**src/rtl/gpio_pkg.sv**
```systemverilog
package gpio_pkg;
    localparam int unsigned ADDR_W = 3;

    localparam logic [ADDR_W-1:0] OFS_DATA  = 3'd0;
    localparam logic [ADDR_W-1:0] OFS_DIR   = 3'd1;
    localparam logic [ADDR_W-1:0] OFS_PULL  = 3'd2;
    localparam logic [ADDR_W-1:0] OFS_SLEW  = 3'd3;
    localparam logic [ADDR_W-1:0] OFS_DRIVE = 3'd4;

    typedef enum logic [1:0] {
        OWN_GPIO   = 2'd0,
        OWN_PERIPH = 2'd1,
        OWN_ANALOG = 2'd2
    } owner_e;
endpackage

```
**src/rtl/gpio_regs.sv**
```systemverilog
module gpio_regs
    import gpio_pkg::*;
#(
    parameter int unsigned W = 8
) (
    input  logic              clk,
    input  logic              rst_n,
    input  logic              wr_en,
    input  logic [ADDR_W-1:0] addr,
    input  logic [W-1:0]      wdata,
    output logic [W-1:0]      latch_o,
    output logic [W-1:0]      dir_o,
    output logic [W-1:0]      pull_o,
    output logic [W-1:0]      slew_o,
    output logic [W-1:0]      drive_o
);
    typedef struct packed {
        logic [W-1:0] latch;
        logic [W-1:0] dir;
        logic [W-1:0] pull;
        logic [W-1:0] slew;
        logic [W-1:0] drive;
    } regs_t;

    regs_t st_d, st_q;

    always_comb begin
        st_d = st_q;
        if (wr_en) begin
            case (addr)
                OFS_DATA:  st_d.latch = wdata;
                OFS_DIR:   st_d.dir   = wdata;
                OFS_PULL:  st_d.pull  = wdata;
                OFS_SLEW:  st_d.slew  = wdata;
                OFS_DRIVE: st_d.drive = wdata;
                default:   st_d = st_q;
            endcase
        end
    end

    always_ff @(posedge clk or negedge rst_n) begin
        if (!rst_n) st_q <= '0;
        else        st_q <= st_d;
    end

    assign latch_o = st_q.latch;
    assign dir_o   = st_q.dir;
    assign pull_o  = st_q.pull;
    assign slew_o  = st_q.slew;
    assign drive_o = st_q.drive;

    assert_wr_dir_R2: assert property (@(posedge clk) disable iff (!rst_n)
        (wr_en && addr == OFS_DIR) |=> (dir_o == $past(wdata)));

    assert_unmapped_R2: assert property (@(posedge clk) disable iff (!rst_n)
        (wr_en && addr > OFS_DRIVE) |=> $stable(st_q));

    assert_latch_wr_R11: assert property (@(posedge clk) disable iff (!rst_n)
        (wr_en && addr == OFS_DATA) |=> (latch_o == $past(wdata)));
endmodule

```
**src/rtl/gpio_sync.sv**
```systemverilog
module gpio_sync #(
    parameter int unsigned W      = 8,
    parameter int unsigned STAGES = 2
) (
    input  logic         clk,
    input  logic         rst_n,
    input  logic [W-1:0] async_i,
    output logic [W-1:0] sync_o
);
    logic [STAGES-1:0][W-1:0] chain_d, chain_q;

    always_comb begin
        chain_d    = chain_q;
        chain_d[0] = async_i;
        for (int s = 1; s < STAGES; s++) begin
            chain_d[s] = chain_q[s-1];
        end
    end

    always_ff @(posedge clk or negedge rst_n) begin
        if (!rst_n) chain_q <= '0;
        else        chain_q <= chain_d;
    end

    assign sync_o = chain_q[STAGES-1];
endmodule

```
**src/rtl/gpio_pin.sv**
```systemverilog
module gpio_pin
    import gpio_pkg::*;
(
    input  logic latch_i,
    input  logic dir_i,
    input  logic per_en_i,
    input  logic per_oe_i,
    input  logic per_out_i,
    input  logic ana_en_i,
    input  logic sync_i,
    output logic pad_out_o,
    output logic pad_oe_o,
    output logic pad_ie_o,
    output logic rd_bit_o
);
    owner_e owner;

    always_comb begin
        if (ana_en_i)      owner = OWN_ANALOG;
        else if (per_en_i) owner = OWN_PERIPH;
        else               owner = OWN_GPIO;
    end

    always_comb begin
        pad_out_o = 1'b0;
        pad_oe_o  = 1'b0;
        pad_ie_o  = 1'b1;
        case (owner)
            OWN_ANALOG: begin
                pad_ie_o = 1'b0;
            end
            OWN_PERIPH: begin
                pad_out_o = per_out_i;
                pad_oe_o  = per_oe_i;
            end
            default: begin
                pad_out_o = latch_i;
                pad_oe_o  = dir_i;
            end
        endcase
    end

    always_comb begin
        if (dir_i)         rd_bit_o = latch_i;
        else if (pad_ie_o) rd_bit_o = sync_i;
        else               rd_bit_o = 1'b0;
    end
endmodule

```
**src/rtl/gpio_port.sv**
```systemverilog
module gpio_port
    import gpio_pkg::*;
#(
    parameter int unsigned WIDTH       = 8,
    parameter int unsigned SYNC_STAGES = 2
) (
    input  logic              clk,
    input  logic              rst_n,
    input  logic              wr_en,
    input  logic [ADDR_W-1:0] addr,
    input  logic [WIDTH-1:0]  wdata,
    output logic [WIDTH-1:0]  rdata,
    input  logic [WIDTH-1:0]  per_en,
    input  logic [WIDTH-1:0]  per_oe,
    input  logic [WIDTH-1:0]  per_out,
    input  logic [WIDTH-1:0]  ana_en,
    input  logic [WIDTH-1:0]  pad_in,
    output logic [WIDTH-1:0]  pad_out,
    output logic [WIDTH-1:0]  pad_oe,
    output logic [WIDTH-1:0]  pad_ie,
    output logic [WIDTH-1:0]  pad_pull,
    output logic [WIDTH-1:0]  pad_slew,
    output logic [WIDTH-1:0]  pad_drive
);
    logic [WIDTH-1:0] latch_w, dir_w, pull_w, slew_w, drive_w;
    logic [WIDTH-1:0] sync_w, rd_port_w;

    gpio_regs #(.W(WIDTH)) u_regs (
        .clk     (clk),
        .rst_n   (rst_n),
        .wr_en   (wr_en),
        .addr    (addr),
        .wdata   (wdata),
        .latch_o (latch_w),
        .dir_o   (dir_w),
        .pull_o  (pull_w),
        .slew_o  (slew_w),
        .drive_o (drive_w)
    );

    gpio_sync #(.W(WIDTH), .STAGES(SYNC_STAGES)) u_sync (
        .clk     (clk),
        .rst_n   (rst_n),
        .async_i (pad_in),
        .sync_o  (sync_w)
    );

    for (genvar i = 0; i < WIDTH; i++) begin : g_pin
        gpio_pin u_pin (
            .latch_i   (latch_w[i]),
            .dir_i     (dir_w[i]),
            .per_en_i  (per_en[i]),
            .per_oe_i  (per_oe[i]),
            .per_out_i (per_out[i]),
            .ana_en_i  (ana_en[i]),
            .sync_i    (sync_w[i]),
            .pad_out_o (pad_out[i]),
            .pad_oe_o  (pad_oe[i]),
            .pad_ie_o  (pad_ie[i]),
            .rd_bit_o  (rd_port_w[i])
        );
    end

    always_comb begin
        case (addr)
            OFS_DATA:  rdata = rd_port_w;
            OFS_DIR:   rdata = dir_w;
            OFS_PULL:  rdata = pull_w;
            OFS_SLEW:  rdata = slew_w;
            OFS_DRIVE: rdata = drive_w;
            default:   rdata = '0;
        endcase
    end

    assign pad_pull  = pull_w;
    assign pad_slew  = slew_w;
    assign pad_drive = drive_w;

    assert_analog_off_R6: assert property (@(posedge clk) disable iff (!rst_n)
        ((ana_en & (pad_oe | pad_ie | pad_out)) == '0));

    assert_gpio_oe_R4: assert property (@(posedge clk) disable iff (!rst_n)
        ((pad_oe & ~per_en & ~ana_en) == (dir_w & ~per_en & ~ana_en)));

    assert_periph_R5: assert property (@(posedge clk) disable iff (!rst_n)
        ((pad_out & per_en & ~ana_en) == (per_out & per_en & ~ana_en)));

    assert_ana_read_R9: assert property (@(posedge clk) disable iff (!rst_n)
        (addr == OFS_DATA) |-> ((rdata & ~dir_w & ana_en) == '0));

    assert_out_read_R7: assert property (@(posedge clk) disable iff (!rst_n)
        (addr == OFS_DATA) |-> ((rdata & dir_w) == (latch_w & dir_w)));
endmodule

```
**config.mk**
```make
export PLATFORM = sky130hd
export DESIGN_NAME = gpio_port
export DESIGN_NICKNAME = d
export VERILOG_FILES = /design/src/rtl/gpio_pkg.sv /design/src/rtl/gpio_regs.sv /design/src/rtl/gpio_sync.sv /design/src/rtl/gpio_pin.sv /design/src/rtl/gpio_port.sv
export SDC_FILE = /design/constraint.sdc
export NUM_CORES = 1
export LEC_CHECK = 0
export ABC_CLOCK_PERIOD_IN_PS = 1150
export BUFFER_PORTS_ARGS = -buffer_cell sky130_fd_sc_hd__buf_2
export CAP_MARGIN = 10
export CORE_ASPECT_RATIO = 0.8
export CORE_MARGIN = 3
export CORE_UTILIZATION = 30
export CTS_BUF_LIST = sky130_fd_sc_hd__clkbuf_16
export CTS_CLUSTER_DIAMETER = 50
export DETAILED_ROUTE_END_ITERATION = 10
export HOLD_SLACK_MARGIN = 0.03
export PLACE_DENSITY_LB_ADDON = 0.1
export SETUP_SLACK_MARGIN = 0.4
export SLEW_MARGIN = 0
export SYNTH_ARGS = -nofsm -noshare
export SYNTH_HDL_FRONTEND = slang
export SYNTH_SLANG_ARGS = --single-unit
```
**constraint.sdc**
```tcl
create_clock -name clk -period 1.15 [get_ports clk]
set_clock_uncertainty 0.15 [all_clocks]
set_input_delay 0.0575 -clock clk [delete_from_list [all_inputs] [get_ports clk]]
set_output_delay 0.0575 -clock clk [all_outputs]
set_load 0.005 [all_outputs]
```
## Word level (Yosys, flattened, before mapping)

Index checks and enable logic that the tools add are counted.

| operators by class | value |
|---|---|
| equal/unequal tests | 20 |
| mux-type cells | 57 |
| reductions and logical operators | 6 |

Operator list:

| cell | count |
|---|---|
| $pmux W8 S5 | 1 |
| $mux W1 | 32 |
| $pmux W1 S2 | 16 |
| $eq A2 B1 Y1 const B | 8 |
| $eq A2 B2 Y1 const B | 8 |
| $mux W2 | 8 |
| $reduce_and A2 Y1 | 5 |
| $eq A3 B2 Y1 const B | 2 |
| $eq A3 B1 Y1 const B | 1 |
| $eq A3 B3 Y1 const B | 1 |
| $logic_not A3 Y1 | 1 |

| storage, ports and cells | value |
|---|---|
| register bits | 56 |
| bits of input ports | 54 |
| output and inout bits | 56 |

## Depth between registers and ports, before layout

Gate-level depths: netlist of the first run.

| logic depth | value |
|---|---|
| word-level depth | 6 |
| gate-level depth with buffers | 5 |
| mapped depth without buffers | 3 |

## Modules after synthesis

From an unflattened synthesis of the first run, not the netlist that was laid out.

| unflattened totals | value |
|---|---|
| cell total of the unflattened synthesis | 203 |
| area total of the unflattened synthesis | 2638.8 µm² |

Modules (own cells, without submodules):

| module | times used | cells each | area an instance (µm²) | seq. area each (µm²) |
|---|---|---|---|---|
| gpio_regs | 1 | 88 | 1529.0 | 1001.0 |
| gpio_sync | 1 | 16 | 400.4 | 400.4 |
| gpio_port | 1 | 43 | 359.1 | 0.0 |
| gpio_pin | 8 | 7 | 43.8 | 0.0 |

## Least setup slack after synthesis of the first run

OpenSTA, ideal clock, no wires.

| timing | value |
|---|---|
| kind | input-to-reg |
| start point | input port addr[1] |
| end point | register u_regs.st_q (netlist bit u_regs.slew_o[0]) |
| arrival time | 1.011 ns |
| required time | 0.875 ns |
| setup slack | -0.136 ns |
| stages on the path | 5 |
| path through | buf_4 > and3b_1 > buf_4 > nand2_2 > mux2_2 |

| between the ends | value |
|---|---|
| word-level cells in the longest chain between the ends | 2 |

Ends and longest elaborated chain:

| element | RTL line | RTL |
|---|---|---|
| start, declared | gpio_port.sv:10 | `input logic [ADDR_W-1:0] addr,` |
| $eq A3 B2 Y1 | gpio_regs.sv:30 | `case (addr)` |
| $reduce_and A2 Y1 (no line) | n/a |  |
| end signal, assigned | gpio_regs.sv:43 | `else st_q <= st_d;` |
| end, declared | gpio_regs.sv:25 | `regs_t st_d, st_q;` |

Every way passes these cells.
A chain may end at the register's enable or synchronous reset.

## Final worst setup path of the first run

| timing | value |
|---|---|
| start point | register u_regs.st_q (netlist bit u_regs.dir_o[6]) |
| end point | output port rdata[6] |

| between the ends | value |
|---|---|
| word-level cells in the longest chain between the ends | 2 |

Ends and longest elaborated chain:

| element | RTL line | RTL |
|---|---|---|
| $mux W1 | gpio_pin.sv:44 | `if (dir_i) rd_bit_o = latch_i;` |
| $pmux W8 S5 (*) | gpio_port.sv:65 | `case (addr)` |
| end, declared | gpio_port.sv:12 | `output logic [WIDTH-1:0] rdata,` |

Every way passes the cells marked *; elsewhere a longest branch is shown, timed or not.

==> metrics.yaml, run 1 <==
status: "complete, but fails checks"
syn_avg_cell_area_sq_um: 12.3
holdWs_ns: -0.0811
min_from: "wdata[5]"
setup.worst_path.start_class: "flip-flop"
clockRootBuffer: "clkbuf_16"
power_leakage_nw: 2.18
violations: "negative hold slack, negative setup slack"
worstPathArrival_ns: 1.25
finalHoldViolCount: 40
r2r_end: "u_regs.latch_o[4]"
drt_pre_antenna_iters: 4
drc: 0
setup_violations: 24
syn_nets: 280
yosys_register_bits: 56
power.total_mw: 6.10
synth_mux_area_frac: 0.219
ff_latch_area_sq_um: 1400
start_util: 0.319
synth_xor_area_frac: 0
rows: 30
final_common_cell: "buf_2"
synth_compound_area_frac: 0.0790
grt_util_all_layers: 0.151
hold-path-endpoint: "u_regs.slew_o[5]"
rr_worst_depth: 3
first_iter_violations: 65
ir_drop_mv: 0.709
r2r_setup_slack_ns: 0.03
synthCells: 226
routabilityCongestion: 0.739
grt-ovfl-total: 0
ys_seq_area_frac: 0.503
antenna_found_initial: 0
worstReg2RegStart: "u_regs.latch_o[4]"
die_width_um: 114
synth-adder-area-share: 0
numCtsBuffers: 5
cts_tree: "done"
vias_per_cell: 4.62
worst_pin_slew_ns: 0.220
multi_input_area_sq_um: 1390
antenna_cells: 0
grt_pass1_wl_um: 12300
cap_violations: 0
finalCriticalPeriod_ns: 1.45
hpwl_um: 5710
synth_top_area_frac: 0.503
clock_path_buffers: 2
wl_per_cell_um: 16.2
worst_setup_path_end_kind: "primary output"
cts_sinks: 56
fillers: 817
nets: 432
ant_nets: 0
synth_top_family_by_area: "multiplexers"
holdCritPathClass: "in2reg"
setup_ws_ns: -0.304
crit_required_ns: 0.94
area_delta_synth_final_pct: 56.9
power.density_nw_per_um2: 1390
path_max_fanout: 4
vias: 2266
synth_simple_gate_area_share: 0.110
path_class: "reg2out"
yosys_warnings: 0
final_cell_mix: "buf_2, dfrtp_1, mux2_4"
grt_pass1_vias: 2240
clkLatencyLatePin_ns: 0.29
rsz0062_at_grt: "yes"
maxSlewViolCount: 0
max_slew_margin: 0.853
synth_cell_types: 21
core_area_sq_um: 8750
worstHoldPathCells: 2
io_buffers: 109
wl_um: 7960
synth_top_cell_by_area: "dfrtp_1"
drive_gt1_frac: 0.639
netlist_area_sq_um: 2790
num_io_pins: 110
fin_crit_sh: 1.26
design.die.area_sq_um: 10500
htree_levels: 2
grt_max_degree: 57
synth_area_leaders: "dfrtp_1, mux2_2, buf_4, mux2i_1, a22oi_1"
die_y_um: 92.2
timing.fmax_ghz: 0.688
path_clk_slew_ns: 0.07
cts_hold_buf: 9
logic make-up after synthesis:
| logic type | after synthesis |
|---|---|
| and+or+nand+nor | 44 |
| buffers and inverters | 38 |
| DFF | 56 |
| muxes | 56 |
| AOI/OAI and AO/OA | 32 |
where the power goes:
part	leakage (nW)	switching, mW	internal [mW]	total, mW
Clock	0.0687	0.675	0.793	1.47
Combinational	1.44	0.685	1.33	2.01
Sequential	0.666	0.308	2.31	2.62
Total	2.18	1.67	4.43	6.10
routing by layer:
layer | track usage | part of all wire | vias up
met2 | 0.218 | 0.42 | 70
met1 | 0.220 | 0.50 | 1105
met4 | 0.0356 | 0.0073 | 0
met3 | 0.0442 | 0.072 | 6
li1 | - | - | 1085
met5 | 0 | 0 | -
repair_timing:
item | in CTS | in global routing
hold endpoints to repair | 104 | 40
gates resized for setup | 70 | 21
endpoints found under the setup margin | 88 | 144
pin swaps | 17 | 12
cloned | 0 | 1
setup buffers | 1 | 7
sequential cells by signal, summed over array words and instances (netlist names):
name	cells
u_regs.latch_o	8
u_regs.slew_o	8
u_sync.sync_o	8
u_regs.drive_o	8
u_sync.chain_d	8
u_regs.pull_o	8
u_regs.dir_o	8
critical path: stages, from the launching register on:
cell and delay [ns]:
dfrtp_1 0.43, and2_1 0.17, o21ai_2 0.12, o211ai_1 0.09
buf_2 0.14
synthesized netlist by cell type, drive strengths merged:
cell	number
a22oi	16
mux2i	16
dfrtp	56
and3b	1
nor2	16
o21ai	8
nor2b	2
nand2b	1
and2	8
buf	30
mux2	40
nor3	3
inv	8
nand2	2
nor3b	11
o211ai	8
how the worst max path moves through the flow:
stage	startpoint	to	slack, ns
3_3_place_gp	addr[2]	u_regs.pull_o[6]	-0.21
6_report	u_regs.dir_o[6]	rdata[6]	-0.30
3_5_place_dp	addr[2]	u_regs.pull_o[7]	-0.22
4_1_cts	u_regs.dir_o[0]	rdata[0]	-0.32
2_1_floorplan	addr[0]	u_regs.drive_o[0]	-0.04
5_1_grt	u_regs.dir_o[6]	rdata[6]	-0.39
area by class of cell:
class	count	share of cell area
Clock buffer	5	0.0286
Inverter	8	0.00687
Timing Repair Buffer	175	0.292
Tap cell	112	0.0320
Multi-Input combinational cell	132	0.317
Clock inverter	3	0.00343
Sequential cell	56	0.320
per-stage QoR:
stage / TNS (ns) / setup slack (ns) / cell area [sq um] / utilization / std cells
after floorplan: -1.06 / -0.0372 / 2890 / - / 226
after global placement: -8.01 / -0.206 / 3730 / 0.426 / 465
after detailed placement: -8.55 / -0.220 / 3730 / 0.426 / 465
after CTS: -4.85 / -0.318 / 4210 / 0.481 / 483
after global routing: -6.44 / -0.391 / 4370 / 0.500 / 491
final: -4.64 / -0.304 / 4370 / 0.500 / 491
Power figures use the tool's default switching activity.
==> run 2: changes to the inputs <==
Settings changed: ABC_CLOCK_PERIOD_IN_PS 1150 to unset.
Clock period 1.15 ns to 1.4 ns, I/O delays scaled along.
==> metrics.yaml, run 2 (synthesis results as in run 1) <==
numCtsBuffers: 5  # unchanged
status: "complete, but fails checks"
critPathMaxStageDelay_ns: 0.42  # about the same
worst_pin_slew_ns: 0.422  # +0.201 ns
setup_ws_ns: -0.0900  # +0.214 ns
die_width_um: 114  # unchanged
nets: 425  # -1.6%
power_leakage_nw: 2.16  # -1.0%
htree_levels: 2  # unchanged
antenna_cells: 0  # unchanged
drive_gt1_frac: 0.610  # -0.0283
violations: "negative setup slack"
cp_slowest_cell: "dfrtp_1"
start_util: 0.319  # unchanged
setup.worst_path.start_class: "flip-flop"
clock_path_buffers: 2  # unchanged
max_slew_margin: 0.719  # -0.134
finish.instance_area_sq_um: 4320  # -1.2%
fin_crit_sh: 1.06
grt_max_degree: 26  # -54%
first_iter_violations: 77  # +18%
rsz0062_at_grt: "yes"
num_io_pins: 110  # unchanged
final_common_cell: "buf_2"
worstPathArrival_ns: 1.27  # +0.02 ns
drt_pre_antenna_iters: 4  # unchanged
design.die.area_sq_um: 10500  # unchanged
area_delta_synth_final_pct: 55.0
maxSlewViolCount: 0  # unchanged
grt_pass1_vias: 2240  # unchanged
drc: 0  # unchanged
cp.depth: 4  # unchanged
holdCritPathClass: "in2reg"
crit_chain: "and2_4 > o21ai_1 > o211ai_1 > buf_2"
routabilityCongestion: 0.755  # +2.2%
antenna_found_initial: 0  # unchanged
ant_nets: 0  # unchanged
finalHoldViolCount: 0  # -100%
power.total_mw: 5.06  # -17%
path_max_fanout: 2  # -2
power.density_nw_per_um2: 1170  # -16%
wl_per_cell_um: 16.5  # +1.9%
vias_per_cell: 4.69  # +1.7%
rr_worst_depth: 3  # unchanged
finalCriticalPeriod_ns: 1.49
worstHoldPathCells: 3  # +1
grt_pass1_wl_um: 12200  # -0.51%
cts_tree: "done"
clkLatencyLatePin_ns: 0.29  # about the same
path_class: "reg2out"
vias: 2271  # +0.22%
rows: 30  # unchanged
grt_util_all_layers: 0.149  # -0.00165
path_clk_slew_ns: 0.07  # about the same
setup_violations: 8  # -67%
core_area_sq_um: 8750  # unchanged
timing.fmax_ghz: 0.671
io_buffers: 109  # unchanged
clockRootBuffer: "clkbuf_16"
ir_drop_mv: 0.570  # -20%
worst_setup_path_end_kind: "primary output"
place_area_sq_um: 3550  # -4.7%
cap_violations: 0  # unchanged
crit_required_ns: 1.18  # +0.24 ns
grt-ovfl-total: 0  # unchanged
die_y_um: 92.2  # unchanged
hpwl_um: 5680  # -0.51%
wl_um: 8000  # +0.48%
critical_path_buf_inv_count: 1  # unchanged
final_cell_mix: "buf_2, dfrtp_1, mux2_4"
cts_sinks: 56  # unchanged
path_delay_family: "flip-flops"
==> run 2: cell types whose count changed in the layout (fill, tap and decap cells not counted), sizes merged <==
cell / previous run / this run
clkinv: 1 / 2
dlygate4sd3: 9 / 15
clkbuf: 6 / 5
inv: 9 / 8
clkinvlp: 1 / 0
bufinv: 0 / 1
dlymetal6s4s: 0 / 2
buf: 165 / 151
==> run 2: cell type report <==
| class | count | area [sq um] |
|---|---|---|
| Fill cell | 799 | 4420 |
| Clock buffer | 5 | 125 |
| Sequential cell | 56 | 1410 |
| Clock inverter | 3 | 42.5 |
| Tap cell | 112 | 140 |
| Timing Repair Buffer | 168 | 1210 |
| Multi-Input combinational cell | 132 | 1370 |
| Inverter | 8 | 30.0 |
==> run 2: layer usage <==
layer / part of all wire / track usage / vias to the layer above
met1: 0.49 / 0.227 / 1120
met5: 0 / 0 / -
met3: 0.066 / 0.0336 / 4
met4: 0.0053 / 0.0326 / 0
li1: - / - / 1073
met2: 0.44 / 0.213 / 74
==> run 2: what timing repair did <==
item | 4_1_cts | 5_1_grt
setup buffers | 11 | 7
hold buffers | 17 | 0
endpoints found under the setup margin | 80 | 88
hold endpoints to repair | 104 | 0
gates resized for setup | 61 | 30
pin swaps | 10 | 11
==> run 2: tightest hold or removal path: stages <==
cell,delay (ns)
dlymetal6s4s_1,0.18
buf_6,0.12
mux2_4,0.13
==> run 2: stage by stage <==
step | hold WS, ns | setup WS, ns | util | cells | TNS [ns]
6_report | 0.0870 | -0.0900 | 0.494 | 484 | -0.527
5_1_grt | 0.0997 | -0.152 | 0.494 | 484 | -1.16
4_1_cts | 0.104 | -0.102 | 0.478 | 477 | -0.607
3_5_place_dp | -0.116 | -0.00210 | 0.406 | 441 | -0.00539
3_3_place_gp | -0.117 | 0.0105 | 0.406 | 441 | 0
2_1_floorplan | -0.376 | 0.200 | - | 226 | 0
==> run 2: power by group <==
| part | total [mW] | leakage, nW | switching (mW) | internal, mW |
|---|---|---|---|---|
| registers | 2.17 | 0.662 | 0.269 | 1.90 |
| clock network | 1.43 | 0.0814 | 0.587 | 0.843 |
| logic | 1.46 | 1.41 | 0.507 | 0.949 |
| total | 5.06 | 2.16 | 1.36 | 3.69 |
==> run 2: path summary, 6_finish.rpt <==
check                                   start           endpoint  slack (ns)
min in group asynchronous               rst_n  u_regs.latch_o[2]        0.11
setup reg to reg            u_regs.latch_o[3]  u_regs.latch_o[3]        0.22
hold reg to reg            u_sync.chain_d[15]   u_sync.sync_o[7]        0.20
hold / removal                       wdata[2]  u_regs.latch_o[2]        0.09
max in group asynchronous               rst_n    u_regs.dir_o[7]        0.51
setup / recovery            u_regs.latch_o[3]           rdata[3]       -0.09
